**config.mk**
```make
export PLATFORM = sky130hd
export DESIGN_NAME = ata_taskfile_seq
export DESIGN_NICKNAME = d
export VERILOG_FILES = /design/src/rtl/ata_seq_pkg.sv /design/src/rtl/ata_taskfile_regs.sv /design/src/rtl/ata_ident_rom.sv /design/src/rtl/ata_cmd_fsm.sv /design/src/rtl/ata_taskfile_seq.sv
export SDC_FILE = /design/constraint.sdc
export NUM_CORES = 1
export LEC_CHECK = 0
export BUFFER_PORTS_ARGS = -buffer_cell sky130_fd_sc_hd__buf_2
export CORE_ASPECT_RATIO = 0.6
export CORE_MARGIN = 5
export CORE_UTILIZATION = 50
export DETAILED_ROUTE_END_ITERATION = 10
export PLACE_DENSITY = 0.79
export REMOVE_ABC_BUFFERS = 1
export SLEW_MARGIN = 0
export SYNTH_ARGS = -nofsm -noshare
export SYNTH_HDL_FRONTEND = slang
export SYNTH_SLANG_ARGS = --single-unit
```
**constraint.sdc**
```tcl
create_clock -name clk -period 1.7 [get_ports clk]
set_clock_uncertainty 0.15 [all_clocks]
set_input_delay 0 -clock clk [delete_from_list [all_inputs] [get_ports clk]]
set_output_delay 0 -clock clk [all_outputs]
set_load 0.01 [all_outputs]
```
**src/rtl/ata_seq_pkg.sv**
```systemverilog
package ata_seq_pkg;
  localparam logic [2:0] OFS_DATA  = 3'd0;
  localparam logic [2:0] OFS_COUNT = 3'd2;
  localparam logic [2:0] OFS_LBA0  = 3'd3;
  localparam logic [2:0] OFS_LBA1  = 3'd4;
  localparam logic [2:0] OFS_LBA2  = 3'd5;
  localparam logic [2:0] OFS_DEV   = 3'd6;
  localparam logic [2:0] OFS_CMDST = 3'd7;

  localparam logic [7:0] SB_BUSY  = 8'h80;
  localparam logic [7:0] SB_READY = 8'h40;
  localparam logic [7:0] SB_FAULT = 8'h20;
  localparam logic [7:0] SB_XFER  = 8'h08;
  localparam logic [7:0] SB_FAIL  = 8'h01;

  localparam logic [7:0] DEVB_SECOND = 8'h10;

  localparam logic [7:0] OP_DMA_IN  = 8'hC8;
  localparam logic [7:0] OP_DMA_OUT = 8'hCA;
  localparam logic [7:0] OP_FLUSH   = 8'hE7;
  localparam logic [7:0] OP_IDENT   = 8'hEC;

  typedef enum logic [1:0] {PH_IDLE, PH_XFER, PH_DMA, PH_FLUSH} phase_t;
endpackage

```
**src/rtl/ata_taskfile_regs.sv**
```systemverilog
module ata_taskfile_regs #(
  parameter int REG_W = 8
) (
  input  logic               clk,
  input  logic               rst_n,
  input  logic               wr_en,
  input  logic [2:0]         addr,
  input  logic [REG_W-1:0]   wdata,
  input  logic               busy,
  output logic [REG_W-1:0]   count_q,
  output logic [3*REG_W-1:0] lba_q,
  output logic [REG_W-1:0]   dev_q
);
  import ata_seq_pkg::*;

  logic [REG_W-1:0] count_d, dev_d;
  logic [REG_W-1:0] lba0_q, lba1_q, lba2_q, lba0_d, lba1_d, lba2_d;
  logic             wr_ok;

  assign wr_ok = wr_en && !busy;

  always_comb begin
    count_d = count_q;
    lba0_d  = lba0_q;
    lba1_d  = lba1_q;
    lba2_d  = lba2_q;
    dev_d   = dev_q;
    if (wr_ok) begin
      case (addr)
        OFS_COUNT: count_d = wdata;
        OFS_LBA0:  lba0_d  = wdata;
        OFS_LBA1:  lba1_d  = wdata;
        OFS_LBA2:  lba2_d  = wdata;
        OFS_DEV:   dev_d   = wdata;
        default: ;
      endcase
    end
  end

  always_ff @(posedge clk or negedge rst_n) begin
    if (!rst_n) begin
      count_q <= '0;
      lba0_q  <= '0;
      lba1_q  <= '0;
      lba2_q  <= '0;
      dev_q   <= '0;
    end else begin
      count_q <= count_d;
      lba0_q  <= lba0_d;
      lba1_q  <= lba1_d;
      lba2_q  <= lba2_d;
      dev_q   <= dev_d;
    end
  end

  assign lba_q = {lba2_q, lba1_q, lba0_q};


  tf_frozen_busy_chk: assert property (@(posedge clk) disable iff (!rst_n)
    (busy && wr_en) |=> $stable({count_q, lba_q, dev_q}));
endmodule

```
**src/rtl/ata_ident_rom.sv**
```systemverilog
module ata_ident_rom #(
  parameter int SER_CHARS = 20,
  parameter int REV_CHARS = 8,
  parameter logic [SER_CHARS*8-1:0] SERIAL = "testdisk            ",
  parameter logic [REV_CHARS*8-1:0] REV    = "version ",
  parameter int SER_BASE  = 10,
  parameter int REV_BASE  = 23,
  parameter int FEAT_WORD = 85,
  parameter int IDX_W     = 8
) (
  input  logic [IDX_W-1:0] idx,
  output logic [15:0]      word
);
  localparam int SER_WORDS = SER_CHARS / 2;
  localparam int REV_WORDS = REV_CHARS / 2;
  localparam int SER_TOP   = SER_CHARS * 8 - 1;
  localparam int REV_TOP   = REV_CHARS * 8 - 1;
  localparam logic [15:0] FEAT_VAL = 16'h0020;

  always_comb begin
    word = '0;
    for (int k = 0; k < SER_WORDS; k++) begin
      if (idx == IDX_W'(SER_BASE + k)) word = SERIAL[SER_TOP - 16*k -: 16];
    end
    for (int k = 0; k < REV_WORDS; k++) begin
      if (idx == IDX_W'(REV_BASE + k)) word = REV[REV_TOP - 16*k -: 16];
    end
    if (idx == IDX_W'(FEAT_WORD)) word = FEAT_VAL;
  end
endmodule

```
**src/rtl/ata_cmd_fsm.sv**
```systemverilog
module ata_cmd_fsm #(
  parameter int WORDS = 256,
  parameter int IDX_W = $clog2(WORDS)
) (
  input  logic                 clk,
  input  logic                 rst_n,
  input  logic                 cmd_wr,
  input  logic [7:0]           cmd_code,
  input  logic                 dev_second,
  input  logic                 data_rd,
  input  logic                 status_rd,
  input  logic                 dma_done,
  input  logic                 media_done,
  output ata_seq_pkg::phase_t  ph_q,
  output logic [IDX_W-1:0]     idx_q,
  output logic [7:0]           status,
  output logic                 irq_q,
  output logic                 dreq_q,
  output logic                 ddir_q,
  output logic                 freq_q
);
  import ata_seq_pkg::*;

  localparam logic [IDX_W-1:0] LAST_IDX = IDX_W'(WORDS - 1);

  phase_t           ph_d;
  logic [IDX_W-1:0] idx_d;
  logic             err_q, err_d, irq_d, dreq_d, ddir_d, freq_d;

  always_comb begin
    ph_d   = ph_q;
    idx_d  = idx_q;
    err_d  = err_q;
    irq_d  = irq_q;
    dreq_d = 1'b0;
    ddir_d = ddir_q;
    freq_d = 1'b0;
    if (status_rd) irq_d = 1'b0;
    case (ph_q)
      PH_IDLE: begin
        if (cmd_wr && !dev_second) begin
          err_d = 1'b0;
          case (cmd_code)
            OP_IDENT: begin
              ph_d  = PH_XFER;
              idx_d = '0;
              irq_d = 1'b1;
            end
            OP_DMA_IN, OP_DMA_OUT: begin
              ph_d   = PH_DMA;
              dreq_d = 1'b1;
              ddir_d = (cmd_code == OP_DMA_IN);
            end
            OP_FLUSH: begin
              ph_d   = PH_FLUSH;
              freq_d = 1'b1;
            end
            default: begin
              err_d = 1'b1;
              irq_d = 1'b1;
            end
          endcase
        end
      end
      PH_XFER: begin
        if (data_rd) begin
          idx_d = idx_q + 1'b1;
          if (idx_q == LAST_IDX) ph_d = PH_IDLE;
        end
      end
      PH_DMA: begin
        if (dma_done) begin
          ph_d  = PH_IDLE;
          irq_d = 1'b1;
        end
      end
      PH_FLUSH: begin
        if (media_done) begin
          ph_d  = PH_IDLE;
          irq_d = 1'b1;
        end
      end
      default: ph_d = PH_IDLE;
    endcase
  end

  always_ff @(posedge clk or negedge rst_n) begin
    if (!rst_n) begin
      ph_q   <= PH_IDLE;
      idx_q  <= '0;
      err_q  <= 1'b0;
      irq_q  <= 1'b0;
      dreq_q <= 1'b0;
      ddir_q <= 1'b0;
      freq_q <= 1'b0;
    end else begin
      ph_q   <= ph_d;
      idx_q  <= idx_d;
      err_q  <= err_d;
      irq_q  <= irq_d;
      dreq_q <= dreq_d;
      ddir_q <= ddir_d;
      freq_q <= freq_d;
    end
  end

  always_comb begin
    case (ph_q)
      PH_XFER:  status = SB_READY | SB_XFER;
      PH_DMA,
      PH_FLUSH: status = SB_BUSY | SB_READY;
      default:  status = SB_READY | (err_q ? SB_FAIL : 8'h00);
    endcase
  end


  dma_req_pulse_chk: assert property (@(posedge clk) disable iff (!rst_n)
    dreq_q |=> !dreq_q);

  flush_req_pulse_chk: assert property (@(posedge clk) disable iff (!rst_n)
    freq_q |=> !freq_q);

  done_wins_ack_chk: assert property (@(posedge clk) disable iff (!rst_n)
    ((ph_q == PH_DMA) && dma_done) |=> irq_q);

  dma_holds_busy_chk: assert property (@(posedge clk) disable iff (!rst_n)
    ((ph_q == PH_DMA) && !dma_done) |=> (ph_q == PH_DMA));

  xfer_ends_chk: assert property (@(posedge clk) disable iff (!rst_n)
    ((ph_q == PH_XFER) && data_rd && (idx_q == LAST_IDX)) |=> (ph_q == PH_IDLE));

  ack_clears_irq_chk: assert property (@(posedge clk) disable iff (!rst_n)
    (status_rd && (ph_q == PH_XFER)) |=> !irq_q);
endmodule

```
**src/rtl/ata_taskfile_seq.sv**
```systemverilog
module ata_taskfile_seq #(
  parameter int REG_W     = 8,
  parameter int DATA_W    = 16,
  parameter int WORDS     = 256,
  parameter int SER_CHARS = 20,
  parameter int REV_CHARS = 8,
  parameter logic [SER_CHARS*8-1:0] SERIAL = "testdisk            ",
  parameter logic [REV_CHARS*8-1:0] REV    = "version "
) (
  input  logic              clk,
  input  logic              rst_n,
  input  logic [2:0]        host_addr,
  input  logic              host_wr,
  input  logic              host_rd,
  input  logic [REG_W-1:0]  host_wdata,
  output logic [DATA_W-1:0] host_rdata,
  output logic              irq,
  output logic              dma_req,
  output logic              dma_to_host,
  output logic [REG_W:0]    dma_count,
  output logic [3*REG_W-1:0] dma_lba,
  input  logic              dma_done,
  output logic              flush_req,
  input  logic              media_done
);
  import ata_seq_pkg::*;

  localparam int IDX_W = $clog2(WORDS);
  localparam int PAD_W = DATA_W - REG_W;

  logic [1:0] rst_sync_q;
  logic       rst_s;

  always_ff @(posedge clk or negedge rst_n) begin
    if (!rst_n) rst_sync_q <= '0;
    else        rst_sync_q <= {rst_sync_q[0], 1'b1};
  end
  assign rst_s = rst_sync_q[1];

  phase_t             ph;
  logic [IDX_W-1:0]   idx;
  logic [7:0]         status;
  logic [REG_W-1:0]   count_q, dev_q;
  logic [3*REG_W-1:0] lba_q;
  logic [15:0]        id_word;
  logic               busy, cmd_wr, data_rd, status_rd;

  assign busy      = (ph == PH_DMA) || (ph == PH_FLUSH);
  assign cmd_wr    = host_wr && (host_addr == OFS_CMDST);
  assign data_rd   = host_rd && (host_addr == OFS_DATA);
  assign status_rd = host_rd && (host_addr == OFS_CMDST);

  ata_taskfile_regs #(.REG_W(REG_W)) u_regs (
    .clk     (clk),
    .rst_n   (rst_s),
    .wr_en   (host_wr),
    .addr    (host_addr),
    .wdata   (host_wdata),
    .busy    (busy),
    .count_q (count_q),
    .lba_q   (lba_q),
    .dev_q   (dev_q)
  );

  ata_cmd_fsm #(.WORDS(WORDS), .IDX_W(IDX_W)) u_fsm (
    .clk        (clk),
    .rst_n      (rst_s),
    .cmd_wr     (cmd_wr),
    .cmd_code   (8'(host_wdata)),
    .dev_second (|(8'(dev_q) & DEVB_SECOND)),
    .data_rd    (data_rd),
    .status_rd  (status_rd),
    .dma_done   (dma_done),
    .media_done (media_done),
    .ph_q       (ph),
    .idx_q      (idx),
    .status     (status),
    .irq_q      (irq),
    .dreq_q     (dma_req),
    .ddir_q     (dma_to_host),
    .freq_q     (flush_req)
  );

  ata_ident_rom #(
    .SER_CHARS (SER_CHARS),
    .REV_CHARS (REV_CHARS),
    .SERIAL    (SERIAL),
    .REV       (REV),
    .IDX_W     (IDX_W)
  ) u_rom (
    .idx  (idx),
    .word (id_word)
  );

  always_comb begin
    case (host_addr)
      OFS_DATA:  host_rdata = (ph == PH_XFER) ? DATA_W'(id_word) : '0;
      OFS_COUNT: host_rdata = {{PAD_W{1'b0}}, count_q};
      OFS_LBA0:  host_rdata = {{PAD_W{1'b0}}, lba_q[REG_W-1:0]};
      OFS_LBA1:  host_rdata = {{PAD_W{1'b0}}, lba_q[2*REG_W-1:REG_W]};
      OFS_LBA2:  host_rdata = {{PAD_W{1'b0}}, lba_q[3*REG_W-1:2*REG_W]};
      OFS_DEV:   host_rdata = {{PAD_W{1'b0}}, dev_q};
      OFS_CMDST: host_rdata = DATA_W'(status);
      default:   host_rdata = '0;
    endcase
  end

  assign dma_count = (count_q == '0) ? (REG_W+1)'(1 << REG_W) : {1'b0, count_q};
  assign dma_lba   = lba_q;


  idle_data_zero_chk: assert property (@(posedge clk) disable iff (!rst_s)
    ((ph == PH_IDLE) && (host_addr == OFS_DATA)) |-> (host_rdata == '0));
endmodule

```
==> Word level (Yosys, flattened, before mapping) <==
Index checks and enable logic that the tools add are counted.
{ "totals": {"register_bits": 57, "latch_bits": 0, "mem_bits_rw": 0, "mem_bits_ro": 0, "input_bits": 17, "output_inout_bits": 53, "word_cells": 119, "memories": 0} }
{ "classes": {"add_sub_neg": 1, "mul": 0, "div_mod_pow": 0, "order_cmp": 0, "eq_ne": 36, "n_shift": 0, "mux": 44, "bitwise": 0, "n_reduce_logical": 25} }
{ "ops": {"columns": ["cell", "count"], "rows": [
  ["15-bit two-way mux", 15],
  ["16-bit one-hot mux with 7 select lines", 1],
  ["8-bit by 5-bit == test with 1-bit output (second input constant)", 8],
  ["8-bit by 4-bit == test with 1-bit output (second input constant)", 6],
  ["8-bit == test (second input constant)", 5],
  ["8-bit one-hot mux with 2 select lines", 2],
  ["8-bit two-way mux", 3],
  ["16-bit two-way mux", 1],
  ["1-bit two-way mux", 13],
  ["3-bit == test (second input constant)", 4],
  ["2-bit AND reduction", 6],
  ["2-bit two-way mux", 5],
  ["9-bit two-way mux", 1],
  ["8-bit by 1-bit adder with 8-bit output (second input constant)", 1],
  ["8-bit by 7-bit == test with 1-bit output (second input constant)", 1],
  ["8-bit logical NOT", 1],
  ["2-bit != test (second input constant)", 4],
  ["2-bit one-hot mux with 4 select lines", 1],
  ["3-bit by 2-bit == test with 1-bit output (second input constant)", 2],
  ["2-bit one-hot mux with 3 select lines", 1],
  ["6-bit AND reduction", 1],
  ["1-bit logical AND", 5],
  ["2-bit == test (second input constant)", 2],
  ["2-bit by 1-bit != test with 1-bit output (second input constant)", 2],
  ["13 further kinds", 15]
]} }

==> Longest topological paths before layout <==
{ "depth": {"depth_word": 18, "mapped_depth": 7} }

==> Cells and area by module <==
A second synthesis with hierarchy kept.
{ "hier_totals": {"hier_cells": 353, "hier_area_um2": 3726.1} }
{ "modules_own_cells": {"columns": ["module", "instances", "cells_per_inst", "area_each_um2", "seq_area_each_um2"], "rows": [
  ["ata_taskfile_regs", 1, 89, 1570.3, 1001.0],
  ["ata_cmd_fsm", 1, 99, 940.9, 375.4],
  ["ata_taskfile_seq", 1, 86, 685.7, 50.0],
  ["ata_ident_rom", 1, 79, 529.3, 0.0]
]} }

==> Least setup slack after synthesis <==
Ideal clock, no wire load.
{ "synth_timing": {"path_kind": "reg-to-output", "from": "register u_fsm.idx_q[0]", "to": "output host_rdata[6]", "t_arrival_ns": 1.803, "slack_ns": -0.253, "path_stages_with_launch": 8, "path_cell_list": "dfrtp_1 > inv_1 > ha_1 > clkbuf_1 > or3b_2 > o21ai_0 > a22oi_1 > o221ai_1"} }
{ "synth_between": {"elab_chain_len": 18, "word_cells_on_any_way": 32, "classes_between": "15 x eq/ne; 17 x mux"} }
{ "synth_rtl": {"columns": ["element", "line_no", "text"], "rows": [
  ["start: declaration", "ata_cmd_fsm.sv:15", "output logic [IDX_W-1:0] idx_q,"],
  ["start signal: assignment", "ata_cmd_fsm.sv:98", "idx_q <= idx_d;"],
  ["8-bit by 4-bit == test with 1-bit output", "ata_ident_rom.sv:23", "if (idx == IDX_W'(SER_BASE + k)) word = SERIAL[SER_TOP - 16*k -: 16];"],
  ["15-bit two-way mux (10 in a row)", "ata_ident_rom.sv:23", null],
  ["15-bit two-way mux (4 in a row)", "ata_ident_rom.sv:26", "if (idx == IDX_W'(REV_BASE + k)) word = REV[REV_TOP - 16*k -: 16];"],
  ["15-bit two-way mux (*)", "ata_ident_rom.sv:28", "if (idx == IDX_W'(FEAT_WORD)) word = FEAT_VAL;"],
  ["16-bit two-way mux (*)", "ata_taskfile_seq.sv:97", "OFS_DATA: host_rdata = (ph == PH_XFER) ? DATA_W'(id_word) : '0;"],
  ["16-bit one-hot mux with 7 select lines (*)", "ata_taskfile_seq.sv:96", "case (host_addr)"],
  ["end: declaration", "ata_taskfile_seq.sv:16", "output logic [DATA_W-1:0] host_rdata,"]
]} }
Every way passes the cells marked *; elsewhere a longest branch is shown, timed or not.

==> Worst setup path after layout <==
{ "layout_timing": {"from": "register u_fsm.idx_q[0]", "to": "output host_rdata[2]"} }
Same word-level chain as after synthesis.

==> results.md <==
* DRT iter0 DRCs at roughly 570
* Pin count of the biggest net entering global routing at 25
* Seq cells post-synth at 57
* Bufs and invs on worst path at 2
* FMAX at around 430 MHz
* Clock Sinks at between 50 and 60
* First-pass GRT wire length at 20.7 mm
* Clock slew at reported path FFs at ~0.050 ns
* Crit path DAT at 2.16 ns
* Share of the synthesized area in the top cell type at 0.414
* Vias/cell at 6.74
* Nets at 521
* Fraction of layout cells with a size suffix above 1 at 0.610
* Ys Warns at 0
* Initial DRT Pass Iterations at 7
* Distinct cells, synth at 63
* Crit start category: register
* Delay-heaviest family, CP: compound AO/OA/AOI/OAI gates
* GP Congestion at just under 1
* Starting density of the core at 0.516
* Sw Share at 0.329
* Internal at roughly 3.3 mW
* Routed len/inst at ~26 um
* Vias in the first global route at around 3.7k
* Core box area at 6680 um^2
* WS Path Type: register to output pin
* Logic gate share of total power at 0.283
* CP Capture Type: output pin
* Gr usage total at 0.320
* Max cap viols at 0
* Number of synthesized flops with an enable pin at 0
* Num CTS Buffers at 9
* Critical path required time at 1.55 ns
* Switching power at 1.60 mW
* RSZ-0062 raised after global routing: yes
* Global route total overflow at 0
* Clk network pwr share at 0.337
* Die W at approximately 120 um
* Top Ports at 70
* Leakage power total at 2.48 nW
* Avg Inst Size Synth at 10.0 um^2
* Final Critical Period at 2.31 ns
* Die ar. at 8710 um^2
* Fillcell total at around 330
* Ys async rst share at 1.00
* Worst hold path type: input pin to register
* Final Hold Vio Count at 0
* Pre-CTS setup slack at -0.268 ns
* Max stage delay on crit path at between 0.4 and 0.5 ns
* CTS tree: yes
* Setup_tns at -18.04 ns
* Clk Tree Root Cell: clkbuf_16
* Post-synth top cells: 57 x dfrtp_1, 44 x mux2_2, 23 x clkbuf_1, 23 x o21ai_0, 20 x nor2_1
* Crit path max fanout at 4
* Final HPWL DP at approximately 8.5 mm
* Setup violators final at 55
* Clock buffer depth at 2
* Max Slew Vio Count at 0
* Clk_lat worst skew at around 0.34 ns
* Depth of the CTS H-tree at 3
* Port-buffer cells at 68
* Mapped Cells at between 300 and 400
* DRC violations left at 0
* Rows at 23
* Initial antenna violation count at 0
* Via count at 3992
* Post-synthesis sequential area ratio at 0.414
* Peak supply drop at 747 uV
* Sequential power share at 0.381
* N_diodes at 0
* Post-Syn Area at 3450 um^2
* Tcrit/Tclk final at 1.36
* PnR worst setup slack at -0.610 ns
* WL final at between 15 and 20 mm
* Post-route ant nets at 0
* Crit path cell chain: inv_4, ha_4, or4bb_1, o211ai_1, a21oi_2, o221ai_1, buf_2
* Most common cell in the netlist: dfrtp_1
* Worst Tran Pin Value at approximately 0.60 ns
* Die Y at 74.3 um
* Status: complete, but fails checks
* Top FF cell, synth: dfrtp_1
* Failing checks: negative setup slack
* Cell taking the most area after synthesis: dfrtp_1
* Crit path max-delay cell type: dfrtp_2
* Power per cell area at 877 nW/um^2
* Rel. slew slack at 0.603
* P&R area growth vs syn at 60.9%
* Synth area leaders: dfrtp_1 41%, mux2_2 14%, o21ai_0 3.3%
-- flip-flops by register name, summed over array words and instances, names as in the netlist --
register,count
u_fsm.idx_q,8
u_regs.count_q,8
u_regs.dev_q,8
u_regs.lba0_q,8
u_regs.lba1_q,8
u_regs.lba2_q,8
rst_sync_q,2
u_fsm.ph_q,2
u_fsm.ddir_q,1
u_fsm.dreq_q,1
u_fsm.err_q,1
u_fsm.freq_q,1
u_fsm.irq_q,1
-- stage by stage --
step	area, um^2	hold slack, ns	cells	total power [mW]	utilization
after floorplan	3270	-0.446	311	2.30	-
after CTS	5190	0.00154	585	4.66	0.777
after global routing	5550	0.0282	592	5.02	0.831
final	5550	0.0255	592	4.87	0.831
after global placement	4340	-0.363	543	2.83	0.650
after detailed placement	4340	-0.362	543	2.86	0.650
-- tightest hold or removal path: stages --
cell and delay, ns:
buf_2 0.16, buf_4 0.17, mux2_2 0.14
-- layer usage --
layer  part of all wire  vias up  track usage  wire (um)
met4              0.055        0        0.117        861
met5                  0        -            0          0
li1                   -     1581            -          -
met3               0.14      106        0.104       2170
met2               0.43      383        0.462       6760
met1               0.38     1922        0.452       5890
-- cell families after synthesis --
kind of cell,count (synthesis),synth area share
AO/OA/AOI/OAI,79,0.159
buffers and inverters,46,0.0653
other,2,0.00218
multiplexers,53,0.170
AND/OR/NAND/NOR,103,0.176
flip-flops,57,0.414
adder cells (fa/ha/maj),4,0.0145
-- power by group through the flow --
stage                     Sequential (mW)  Clock (mW)  Combinational (mW)
after floorplan                      1.87           0               0.428
after global placement               1.82           0                1.01
after detailed placement             1.83           0                1.03
after CTS                            1.82        1.63                1.21
after global routing                 1.87        1.71                1.44
final                                1.85        1.64                1.38
-- what timing repair did --
action / 4_1_cts / 5_1_grt
pin swaps: 26 / 27
setup endpoints to repair: 55 / 57
hold endpoints to repair: 38 / 0
buffers inserted: 8 / 7
hold buffers: 18 / 0
resized for setup: 97 / 73
-- final cells by class --
cell class | count | area [um^2] | area share
Timing Repair Buffer | 178 | 1340 | 0.242
Sequential cell | 57 | 1440 | 0.259
Clock buffer | 10 | 229 | 0.0413
Tap cell | 87 | 109 | 0.0196
Clock inverter | 6 | 35.0 | 0.00631
Multi-Input combinational cell | 241 | 2340 | 0.422
Inverter | 13 | 56.3 | 0.0101
-- worst paths after layout --
check	start	to	slack [ns]	cells after the start
hold / removal	host_wdata[0]	u_regs.lba1_q[0]	0.03	3
setup / recovery	u_fsm.idx_q[0]	host_rdata[2]	-0.61	7
min in group asynchronous	rst_sync_q[1]	u_fsm.ddir_q	0.12	0
setup reg to reg	u_fsm.ph_q[1]	u_regs.lba2_q[0]	-0.38	7
max in group asynchronous	rst_sync_q[1]	u_fsm.idx_q[3]	0.70	1
hold reg to reg	rst_sync_q[1]	u_fsm.ddir_q	0.12	0
-- cells in the final DEF, fill, tap and decap left out, drive strengths merged, types with 3 or more instances in the layout --
master / Yosys / routed
nor2b: 7 / 7
nor3: 4 / 4
a22oi: 5 / 5
or2: 3 / 3
o211ai: 4 / 4
dlygate4sd3: 0 / 17
dfrtp: 57 / 57
mux2i: 9 / 9
nand3: 7 / 7
a21oi: 9 / 9
o21ai: 23 / 23
mux2: 44 / 44
or4: 4 / 4
inv: 13 / 13
clkbuf: 24 / 10
a221oi: 7 / 7
nand4: 5 / 5
nor4: 3 / 3
nand2b: 5 / 5
o31ai: 7 / 7
or3: 3 / 3
o21bai: 3 / 3
nor2: 20 / 20
and2: 4 / 4
and3: 8 / 8
clkinv: 0 / 4
nand2: 17 / 17
ha: 4 / 4
o221ai: 3 / 3
buf: 8 / 160
(Power assumes the default switching activity.)
